--- src/rtl/exc_commit_ctrl.sv ---
module exc_commit_ctrl #(
  parameter int PC_W = 32,
  parameter int CODE_W = 4,
  parameter logic [PC_W-1:0] HANDLER_PC = 'h100
) (
  input  logic              clk,
  input  logic              rst_n,
  input  logic              fe_valid,
  input  logic [PC_W-1:0]   fe_pc,
  input  logic [CODE_W-1:0] fe_exc,
  input  logic              dec_reg_we,
  input  logic              dec_mem_we,
  input  logic [CODE_W-1:0] dec_exc,
  input  logic [CODE_W-1:0] ex_exc,
  input  logic [CODE_W-1:0] mem_exc,
  output logic              id_valid,
  output logic [PC_W-1:0]   id_pc,
  output logic              ex_valid,
  output logic [PC_W-1:0]   ex_pc,
  output logic              mem_valid,
  output logic [PC_W-1:0]   mem_pc,
  output logic              mem_wr_en,
  output logic              wb_valid,
  output logic [PC_W-1:0]   wb_pc,
  output logic              wb_reg_we,
  output logic              redirect,
  output logic [PC_W-1:0]   redirect_pc,
  output logic [PC_W-1:0]   saved_pc,
  output logic [CODE_W-1:0] saved_cause
);
  localparam logic [CODE_W-1:0] NONE = '0;

  logic              d_v, e_v, m_v, w_v;
  logic [PC_W-1:0]   d_pc, e_pc, m_pc, w_pc;
  logic [CODE_W-1:0] d_code, e_code, m_code;
  logic              e_rwe, e_mwe, m_rwe, m_mwe, w_rwe;
  logic [PC_W-1:0]   epc_q;
  logic [CODE_W-1:0] cause_q;
  logic              take;
  logic [CODE_W-1:0] take_code;

  assign take      = m_v && (m_code != NONE || mem_exc != NONE);
  assign take_code = (m_code != NONE) ? m_code : mem_exc;

  always_ff @(posedge clk) begin
    if (!rst_n) begin
      d_v <= 1'b0; e_v <= 1'b0; m_v <= 1'b0; w_v <= 1'b0;
      d_pc <= '0; e_pc <= '0; m_pc <= '0; w_pc <= '0;
      d_code <= NONE; e_code <= NONE; m_code <= NONE;
      e_rwe <= 1'b0; e_mwe <= 1'b0; m_rwe <= 1'b0; m_mwe <= 1'b0; w_rwe <= 1'b0;
      epc_q <= '0; cause_q <= NONE;
    end else begin
      d_v    <= fe_valid & ~take;
      d_pc   <= fe_pc;
      d_code <= fe_exc;

      e_v    <= d_v & ~take;
      e_pc   <= d_pc;
      e_code <= (d_code != NONE) ? d_code : dec_exc;
      e_rwe  <= dec_reg_we;
      e_mwe  <= dec_mem_we;

      m_v    <= e_v & ~take;
      m_pc   <= e_pc;
      m_code <= (e_code != NONE) ? e_code : ex_exc;
      m_rwe  <= e_rwe;
      m_mwe  <= e_mwe;

      w_v    <= m_v & ~take;
      w_pc   <= m_pc;
      w_rwe  <= m_rwe;

      if (take) begin
        epc_q   <= m_pc;
        cause_q <= take_code;
      end
    end
  end

  assign id_valid    = d_v;
  assign id_pc       = d_pc;
  assign ex_valid    = e_v;
  assign ex_pc       = e_pc;
  assign mem_valid   = m_v;
  assign mem_pc      = m_pc;
  assign mem_wr_en   = m_v & m_mwe & ~take;
  assign wb_valid    = w_v;
  assign wb_pc       = w_pc;
  assign wb_reg_we   = w_v & w_rwe;
  assign redirect    = take;
  assign redirect_pc = HANDLER_PC;
  assign saved_pc    = epc_q;
  assign saved_cause = cause_q;


  flush_clears_chk: assert property (@(posedge clk) disable iff (!rst_n)
    redirect |=> !id_valid && !ex_valid && !mem_valid);


  no_excepting_wb_chk: assert property (@(posedge clk) disable iff (!rst_n)
    redirect |=> !wb_valid);


  capture_chk: assert property (@(posedge clk) disable iff (!rst_n)
    redirect |=> saved_pc == $past(mem_pc));


  hold_chk: assert property (@(posedge clk) disable iff (!rst_n)
    !redirect |=> $stable(saved_pc) && $stable(saved_cause));


  advance_chk: assert property (@(posedge clk) disable iff (!rst_n)
    (!redirect && ex_valid) |=> mem_valid && mem_pc == $past(ex_pc));


  commit_point_chk: assert property (@(posedge clk) disable iff (!rst_n)
    redirect |-> mem_valid);


  no_write_on_take_chk: assert property (@(posedge clk) disable iff (!rst_n)
    redirect |-> !mem_wr_en);


  wb_from_mem_chk: assert property (@(posedge clk) disable iff (!rst_n)
    wb_reg_we |-> $past(mem_valid));
endmodule

--- config.mk ---
export PLATFORM = sky130hd
export DESIGN_NAME = exc_commit_ctrl
export DESIGN_NICKNAME = d
export VERILOG_FILES = /design/src/rtl/exc_commit_ctrl.sv
export SDC_FILE = /design/constraint.sdc
export NUM_CORES = 1
export LEC_CHECK = 0
export ABC_AREA = 0
export BUFFER_PORTS_ARGS = -buffer_cell sky130_fd_sc_hd__buf_2
export CORE_MARGIN = 5
export CORE_UTILIZATION = 29
export DETAILED_ROUTE_END_ITERATION = 8
export GPL_TIMING_DRIVEN = 0
export PLACE_DENSITY_LB_ADDON = 0.08
export SETUP_SLACK_MARGIN = 0.1
export SLEW_MARGIN = 10
export SYNTH_ARGS = -nofsm -noshare
export SYNTH_HDL_FRONTEND = slang
export SYNTH_SLANG_ARGS = --single-unit
--- constraint.sdc ---
create_clock -name clk -period 1.35 [get_ports clk]
set_clock_uncertainty 0.1 [all_clocks]
set_input_delay 0.0675 -clock clk [delete_from_list [all_inputs] [get_ports clk]]
set_output_delay 0.0675 -clock clk [all_outputs]
set_load 0.05 [all_outputs]
======== After elaboration in Yosys (flattened, before gate mapping) ========
Cells that the tools add are included.
operators by class
  reduce and logical (&&, ||, !) cells .... 6
  bitwise operators ....................... 8
  mux-type cells .......................... 3
operators by type and width
  kind                count
  4-bit nonzero test  4
  4-bit 2-to-1 mux    3
  1-bit bitwise AND   7
  1-bit logical AND   1
  1-bit logical OR    1
  1-bit NOT           1
storage, ports and cells
  register bits after elaboration ......... 185
  output and inout port bits .............. 203
  input port bits ......................... 53

======== Depth between registers and ports, before layout ========
Gate-level depths: netlist (run 1).
  depth after elaboration ................. 5
  gate-level depth with buffers ........... 5

======== Worst setup path after synthesis (run 1) ========
Ideal clock, no wire load.
  path kind ............................... register -> output
  start point ............................. register m_v (netlist: mem_valid)
  end point ............................... output port redirect
  buffers on the path ..................... 2
  slack ................................... -0.300 ns
  stages on the path, launching flop included .. 5
  data required time ...................... 1.183 ns
  arrival time ............................ 1.482 ns
  cell sequence ........................... dfxtp_1 a21bo_1 buf_6 buf_8 inv_1
on the way
  word-level cells in the longest chain between the ends .. 1
ends and longest elaborated chain
  what                    line  RTL
  start, declared         33    logic d_v, e_v, m_v, w_v;
  start signal, assigned  63    m_v <= e_v & ~take;
  1-bit logical AND       42    assign take = m_v && (m_code != NONE || mem_exc != NONE);
  end, declared           26    output logic redirect,
Every way passes these cells.

======== Worst setup path after layout (run 1) ========
  start point ............................. register m_code[0]
  end point ............................... output port redirect
on the way
  word-level cells in the longest chain between the ends .. 3
ends and longest elaborated chain
  what                    line  RTL
  start, declared         35    logic [CODE_W-1:0] d_code, e_code, m_code;
  start signal, assigned  65    m_code <= (e_code != NONE) ? e_code : ex_exc;
  4-bit nonzero test      42
  1-bit logical OR        42
  1-bit logical AND       42
Every way passes these cells.

==> impl_metrics.ini, run 1 <==
[outcome]
status = finished with violations
failed_checks = negative setup slack

[floorplan]
start_util = 0.296
die_w_um = 151
rows = 51
dieHeight_um = 151
die-area_sq_um = 22800
core_area_sq_um = 19500
io_pins = 256

[placed_design]
gp_congestion = 0.753
port_buffers = 222
hpwl_mm = 12.0

[power_and_ir_drop]
ir_worst_vdd_v = 0.000792
power.leakage_nw = 4.62
powerDensity_nw_per_um2 = 1410
fin_total_pwr_w = 0.0123

[worst_setup_path]
cp_slowest_cell = dfxtp_4
cp_data_required_time_ns = 1.18
critPathKind = flip-flop to primary output
crit_path_max_fanout = 2
max_stage_delay_ns = 0.35
cpMostUsedCell = buf_6
arrival_ns = 1.63
crit_chain = nor4_4 -> a21bo_1 -> buf_6 -> buf_12 -> clkinvlp_4 -> buf_6
critPathTopFamily = buffers and inverters
cp_num_buf_inv = 4
cp-start-kind = flip-flop
critPathCaptureType = primary output

[final_layout]
drive_gt1_frac = 0.363
antenna_cells = 0
area_growth_pct = 51.1
final_nets = 902
final_util = 0.447

[yosys]
ys_seq_area_frac = 0.641
syn-cell-area_sq_um = 5780
synthAdderAreaFrac = 0
ys_types = 20
synth_compound_area_frac = 0.0156
muxShareOfSynthArea = 0.0624
synth_warnings = 0
synth-seq-cells = 185
synth_simple_gate_area_share = 0.187
synth_area_per_cell_sq_um = 11.1
synth_cells = 521
synth-xor-area-share = 0
synth_top_family_by_area = simple AND/OR/NAND/NOR gates

[job]
maxCapViolations = 0

[clock_network]
cts_buffer_depth = 2
clock_sinks = 185
cts-htree-levels = 4
tritoncts = built
cts-root-buf = clkbuf_16
clk-insertion-delay-late_ns = 0.42
cts_made_buffers = 17
path_clk_slew_ns = 0.06

[detailed_routing]
drt_iter0_markers = 92
num_vias = 4349
drc = 0
drtAntennaViolNets = 0
first_pass_iters = 4
routedWlPerCell_um = 14.2
drt-vias-per-instance = 3.86
routed_wl_mm = 16.0

[sta]
slew_viol_final = 0
rsz0062_at_grt = yes
max_freq_ghz = 0.557
layout_min_cycle_time_ns = 1.79
fin_tns_setup_ns = -12.16
final_hold_viol_count = 0
worst_slew_pin_slew_ns = 0.700
finalCritPeriodShare = 1.33
setup_viol = 41
setup_ws_ns = -0.444
relSlewSlack = 0.533

[global_routing]
grt_first_pass_wirelength_mm = 24.0
antenna_found_initial = 0
track_usage = 0.139
grt_overflow = 0
first_global_vias = 4493
grt_max_degree = 17

[worst_hold_path]
hold_class = input port to flip-flop
[what timing repair did]
action | in CTS | in global routing
setup buffers | 4 | 2
cloned | 1 | 3
hold buffers | 47 | 0
setup endpoints to repair | 45 | 67
endpoints found under the hold margin | 47 | 0
resized for setup | 21 | 33
pin swaps | 2 | 0
[kinds of logic (layout without fill, tap and decap cells)]
logic type	Yosys count	count (layout)
and+or+nand+nor	194	194
buffers and inverters	91	402
muxes	36	36
DFF	185	185
other	2	32
AOI/OAI and AO/OA	13	13
[report_power, final]
part	total [W]	internal [W]	switching, W
clock network	0.00510	0.00295	0.00215
logic	0.00148	0.000482	0.000997
registers	0.00572	0.00563	0.0000944
[routing by layer]
metal  GRT usage  up-vias  share of wire
met3      0.0542       14          0.082
met2       0.232      144           0.50
met1       0.162     1976           0.41
met5           0        -              0
li1            -     2215              -
met4      0.0471        0          0.012
[tightest hold or removal path, cell delays in order]
cell and delay [ns]:
buf_2 0.11, nor4b_1 0.13, o21ai_0 0.14, mux2i_1 0.07
[stage by stage]
stage | area, sq um | instances | setup WS (ns) | hold slack [ns]
floorplan | 5900 | 551 | -0.0768 | 0.0892
global placement | 7350 | 1038 | -0.285 | 0.172
detailed placement | 7350 | 1038 | -0.282 | 0.177
CTS | 8540 | 1122 | -0.493 | 0.0228
global route | 8730 | 1127 | -0.537 | 0.0582
finish | 8730 | 1127 | -0.444 | 0.0365
[cells in the mapped netlist]
| library cell | number | area, sq um |
|---|---|---|
| a21bo_1 | 1 | 10.0 |
| and2_1 | 106 | 663 |
| and2_2 | 1 | 7.51 |
| and3_1 | 5 | 31.3 |
| buf_12 | 3 | 60.1 |
| buf_2 | 3 | 15.0 |
| buf_4 | 32 | 240 |
| buf_6 | 1 | 11.3 |
| buf_8 | 1 | 15.0 |
| clkbuf_1 | 18 | 67.6 |
| conb_1 | 2 | 7.51 |
| dfxtp_1 | 185 | 3700 |
| inv_1 | 33 | 124 |
| mux2i_1 | 36 | 360 |
| nand2_1 | 68 | 255 |
| nor4_1 | 1 | 6.26 |
| nor4_2 | 1 | 12.5 |
| nor4b_1 | 12 | 105 |
| o21a_1 | 8 | 60.1 |
| o21ai_0 | 4 | 20.0 |
[sequential cells by signal, indices dropped and copies added, names as in the netlist, 4 cells and up]
name         count
wb_pc           32
d_code           4
mem_pc          32
ex_pc           32
saved_pc        32
id_pc           32
e_code           4
m_code           4
saved_cause      4
[layout make-up]
type	count	area, sq um
fillers	1944	10800
flip-flops and latches	185	3710
repair buffers	279	1860
multi-input cells	275	1680
clock buffers	20	437
plain buffers	58	414
well taps	265	332
clock inverters	12	168
inverters	33	128
[cells in the final DEF, fill, tap and decap left out, types with 2 or more instances in the layout]
cell type and n:
dfxtp_2 3, buf_8 2, bufinv_16 3, buf_6 3, clkbuf_16 20, o21a_1 8, buf_4 38, clkinvlp_4 3
and3_1 3, dfxtp_4 2, inv_8 2, clkbuf_1 21, dfxtp_1 180, mux2i_1 35, and2_1 105, buf_12 6
buf_2 193, and3_4 2, clkinv_4 3, nor4b_1 12, nand2_1 68, conb_1 32, o21ai_0 4, clkbuf_4 26
dlygate4sd3_1 47, inv_1 32
[final timing paths]
kind                                      startpoint                           to  slack, ns  depth (start not counted)
worst max-delay path            m_code[0]$_SDFF_PN0_                     redirect      -0.44                          6
worst min-delay path                      mem_exc[2]  saved_cause[2]$_SDFFE_PN0P_       0.04                          4
worst max register to register  m_code[0]$_SDFF_PN0_    saved_pc[24]$_SDFFE_PN0P_      -0.33                          8
worst min register to register      m_rwe$_SDFF_PN0_             w_rwe$_SDFF_PN0_       0.34                          1
Power figures use the tool's default switching activity.
==> inputs of run 2 (changes only) <==
==> constraint.sdc (replaced) <==
create_clock -name clk -period 1.35 [get_ports clk]
set_clock_uncertainty 0.1 [all_clocks]
set_input_delay 0.135 -clock clk [delete_from_list [all_inputs] [get_ports clk]]
set_output_delay 0.135 -clock clk [all_outputs]
set_load 0.05 [all_outputs]
==> run 2 against run 1 <==
  * Non-clock buffer count fell by 12
  * First-iteration DRC count rose by 23%
  * Largest cell class unchanged
  * Largest power group unchanged
  * Total power fell by 2.0%
  * Via count fell by 1.4%
  * The flow still finishes with violations (negative setup slack)
  * Sequential share of layout area fell by 1.6 points
  * Critical endpoint unchanged
==> impl_metrics.ini, run 2 (synthesis results as in run 1) <==
[outcome]
status = finished with violations
failed_checks = negative setup slack

[detailed_routing]
drtAntennaViolNets = 0
routed_wl_mm = 15.8
routedWlPerCell_um = 14.1
drt_iter0_markers = 113
drc = 0
num_vias = 4290
first_pass_iters = 4
drt-vias-per-instance = 3.85

[sta]
setup_viol = 41
layout_min_cycle_time_ns = 1.86
slew_viol_final = 0
relSlewSlack = 0.541
final_hold_viol_count = 0
max_freq_ghz = 0.538
rsz0062_at_grt = yes
setup_ws_ns = -0.509
worst_slew_pin_slew_ns = 0.689
finalCritPeriodShare = 1.38
fin_tns_setup_ns = -10.27

[clock_network]
tritoncts = built
cts_made_buffers = 17
clock_sinks = 185
cts_buffer_depth = 2
cts-root-buf = clkbuf_16
path_clk_slew_ns = 0.07
cts-htree-levels = 4
clk-insertion-delay-late_ns = 0.41

[floorplan]
core_area_sq_um = 19500
io_pins = 256
dieHeight_um = 151
rows = 51
start_util = 0.296
die_w_um = 151
die-area_sq_um = 22800

[power_and_ir_drop]
swShare = 0.281
p_int_w = 0.00868
combPwrFrac = 0.127
power.share.clock = 0.397
power.leakage_nw = 4.58
powerDensity_nw_per_um2 = 1330
seq_power_share = 0.476
ir_worst_vdd_v = 0.000790
p_sw_w = 0.00338

[global_routing]
first_global_vias = 4396
grt_overflow = 0
track_usage = 0.137
grt_max_degree = 19
grt_first_pass_wirelength_mm = 23.6
antenna_found_initial = 0

[placed_design]
dp_cells = 1038
port_buffers = 222
hpwl_mm = 11.9
gp_congestion = 0.765

[job]
maxCapViolations = 0

[worst_setup_path]
crit_path_max_fanout = 2
crit_start = m_code[1]$_SDFF_PN0_
critPathCaptureType = primary output
arrival_ns = 1.62
cp_data_required_time_ns = 1.12
critPathKind = flip-flop to primary output
endpoint = redirect
cpMostUsedCell = buf_6
max_stage_delay_ns = 0.35
reg2reg_from = m_code[1]$_SDFF_PN0_
reg2reg_slack_ns = -0.34
crit_chain = nor4_4 -> a21bo_1 -> buf_6 -> buf_12 -> clkinvlp_4 -> buf_6
r2r-end = saved_pc[23]$_SDFFE_PN0P_
r2r_cells = 8
cp_slowest_cell = dfxtp_4
cp-start-kind = flip-flop

[final_layout]
final_cell_mix = dfxtp_1, buf_4, and2_1
multi_input_area_sq_um = 1670
drive_gt1_frac = 0.378
antenna_cells = 0
final_common_cell = dfxtp_1
final_nets = 890
area_growth_pct = 57.4
num-fill-cells = 1906
regArea_sq_um = 3730
instances_no_fill = 1115

[worst_hold_path]
hold_start = ex_exc[2]
hold_class = input port to flip-flop
run 2: changes by cell type in the layout (fill, tap and decap cells not counted), moves of 2 or more:
cell and delta:
buf_2 -139, buf_6 +60, clkbuf_1 -2, clkbuf_16 -3, dlygate4sd3_1 -8, inv_8 +2, inv_6 +2, dfxtp_1 -11
clkbuf_4 -7, dfxtp_2 +11, buf_4 +87, bufinv_16 -3
run 2: metal layers:
layer  vias to the layer above  track usage  routed length, um
li1                       2187            -                  -
met1                      1949        0.157               6430
met2                       135        0.234               7980
met3                        19       0.0488               1090
met4                         0       0.0494                275
met5                         -            0                  0
run 2: final cells by class:
cell class,count,share of cell area
multi-input combinational,275,0.184
timing repair buffer,267,0.247
inverter,33,0.0140
clock buffer,19,0.0487
tap,265,0.0365
buffer,58,0.0456
clock inverter,13,0.0140
sequential,185,0.410
run 2: power groups by stage:
stage | combinational [W] | sequential [W] | clock, W
2_1_floorplan | 0.000508 | 0.00633 | 0
3_3_place_gp | 0.00132 | 0.00584 | 0
3_5_place_dp | 0.00132 | 0.00584 | 0
4_1_cts | 0.00152 | 0.00573 | 0.00494
5_1_grt | 0.00162 | 0.00576 | 0.00520
6_report | 0.00154 | 0.00574 | 0.00479
run 2: worst min path at each step:
stage / slack, ns / to / cells after the start
CTS: 0.01 / e_code[0]$_SDFF_PN0_ / 3
finish: 0.04 / m_code[2]$_SDFF_PN0_ / 3
floorplan: 0.16 / id_pc[13]$_SDFF_PN0_ / 1
global route: 0.03 / e_code[0]$_SDFF_PN0_ / 3
detailed placement: 0.24 / id_pc[20]$_SDFF_PN0_ / 2
global placement: 0.24 / id_pc[28]$_SDFF_PN0_ / 2
run 2: worst max-delay path, delay by kind of cell, from the launching register on:
kind                   cells  cell delay [ns]
AOI/OAI and AO/OA          1             0.16
and+or+nand+nor            1             0.29
DFF                        1             0.35
buffers and inverters      4             0.39
run 2: metrics by stage:
| stage | power, W | hold WS (ns) | instance area [sq um] | util | setup WS [ns] |
|---|---|---|---|---|---|
| final | 0.0121 | 0.0419 | 9090 | 0.466 | -0.509 |
| after detailed placement | 0.00717 | 0.243 | 7350 | 0.376 | -0.403 |
| after CTS | 0.0122 | 0.0110 | 8830 | 0.452 | -0.557 |
| after global placement | 0.00716 | 0.242 | 7350 | 0.376 | -0.386 |
| after floorplan | 0.00683 | 0.157 | 5900 | - | -0.144 |
| after global routing | 0.0126 | 0.0294 | 9090 | 0.466 | -0.620 |
run 2: repair_timing:
item                                    4_1_cts  5_1_grt
gates cloned                                  1        0
resized for setup                           173       87
pin swaps                                     3        0
hold buffers                                 39        0
hold endpoints to repair                     39        0
endpoints found under the setup margin      189      119
setup buffers                                 5        1
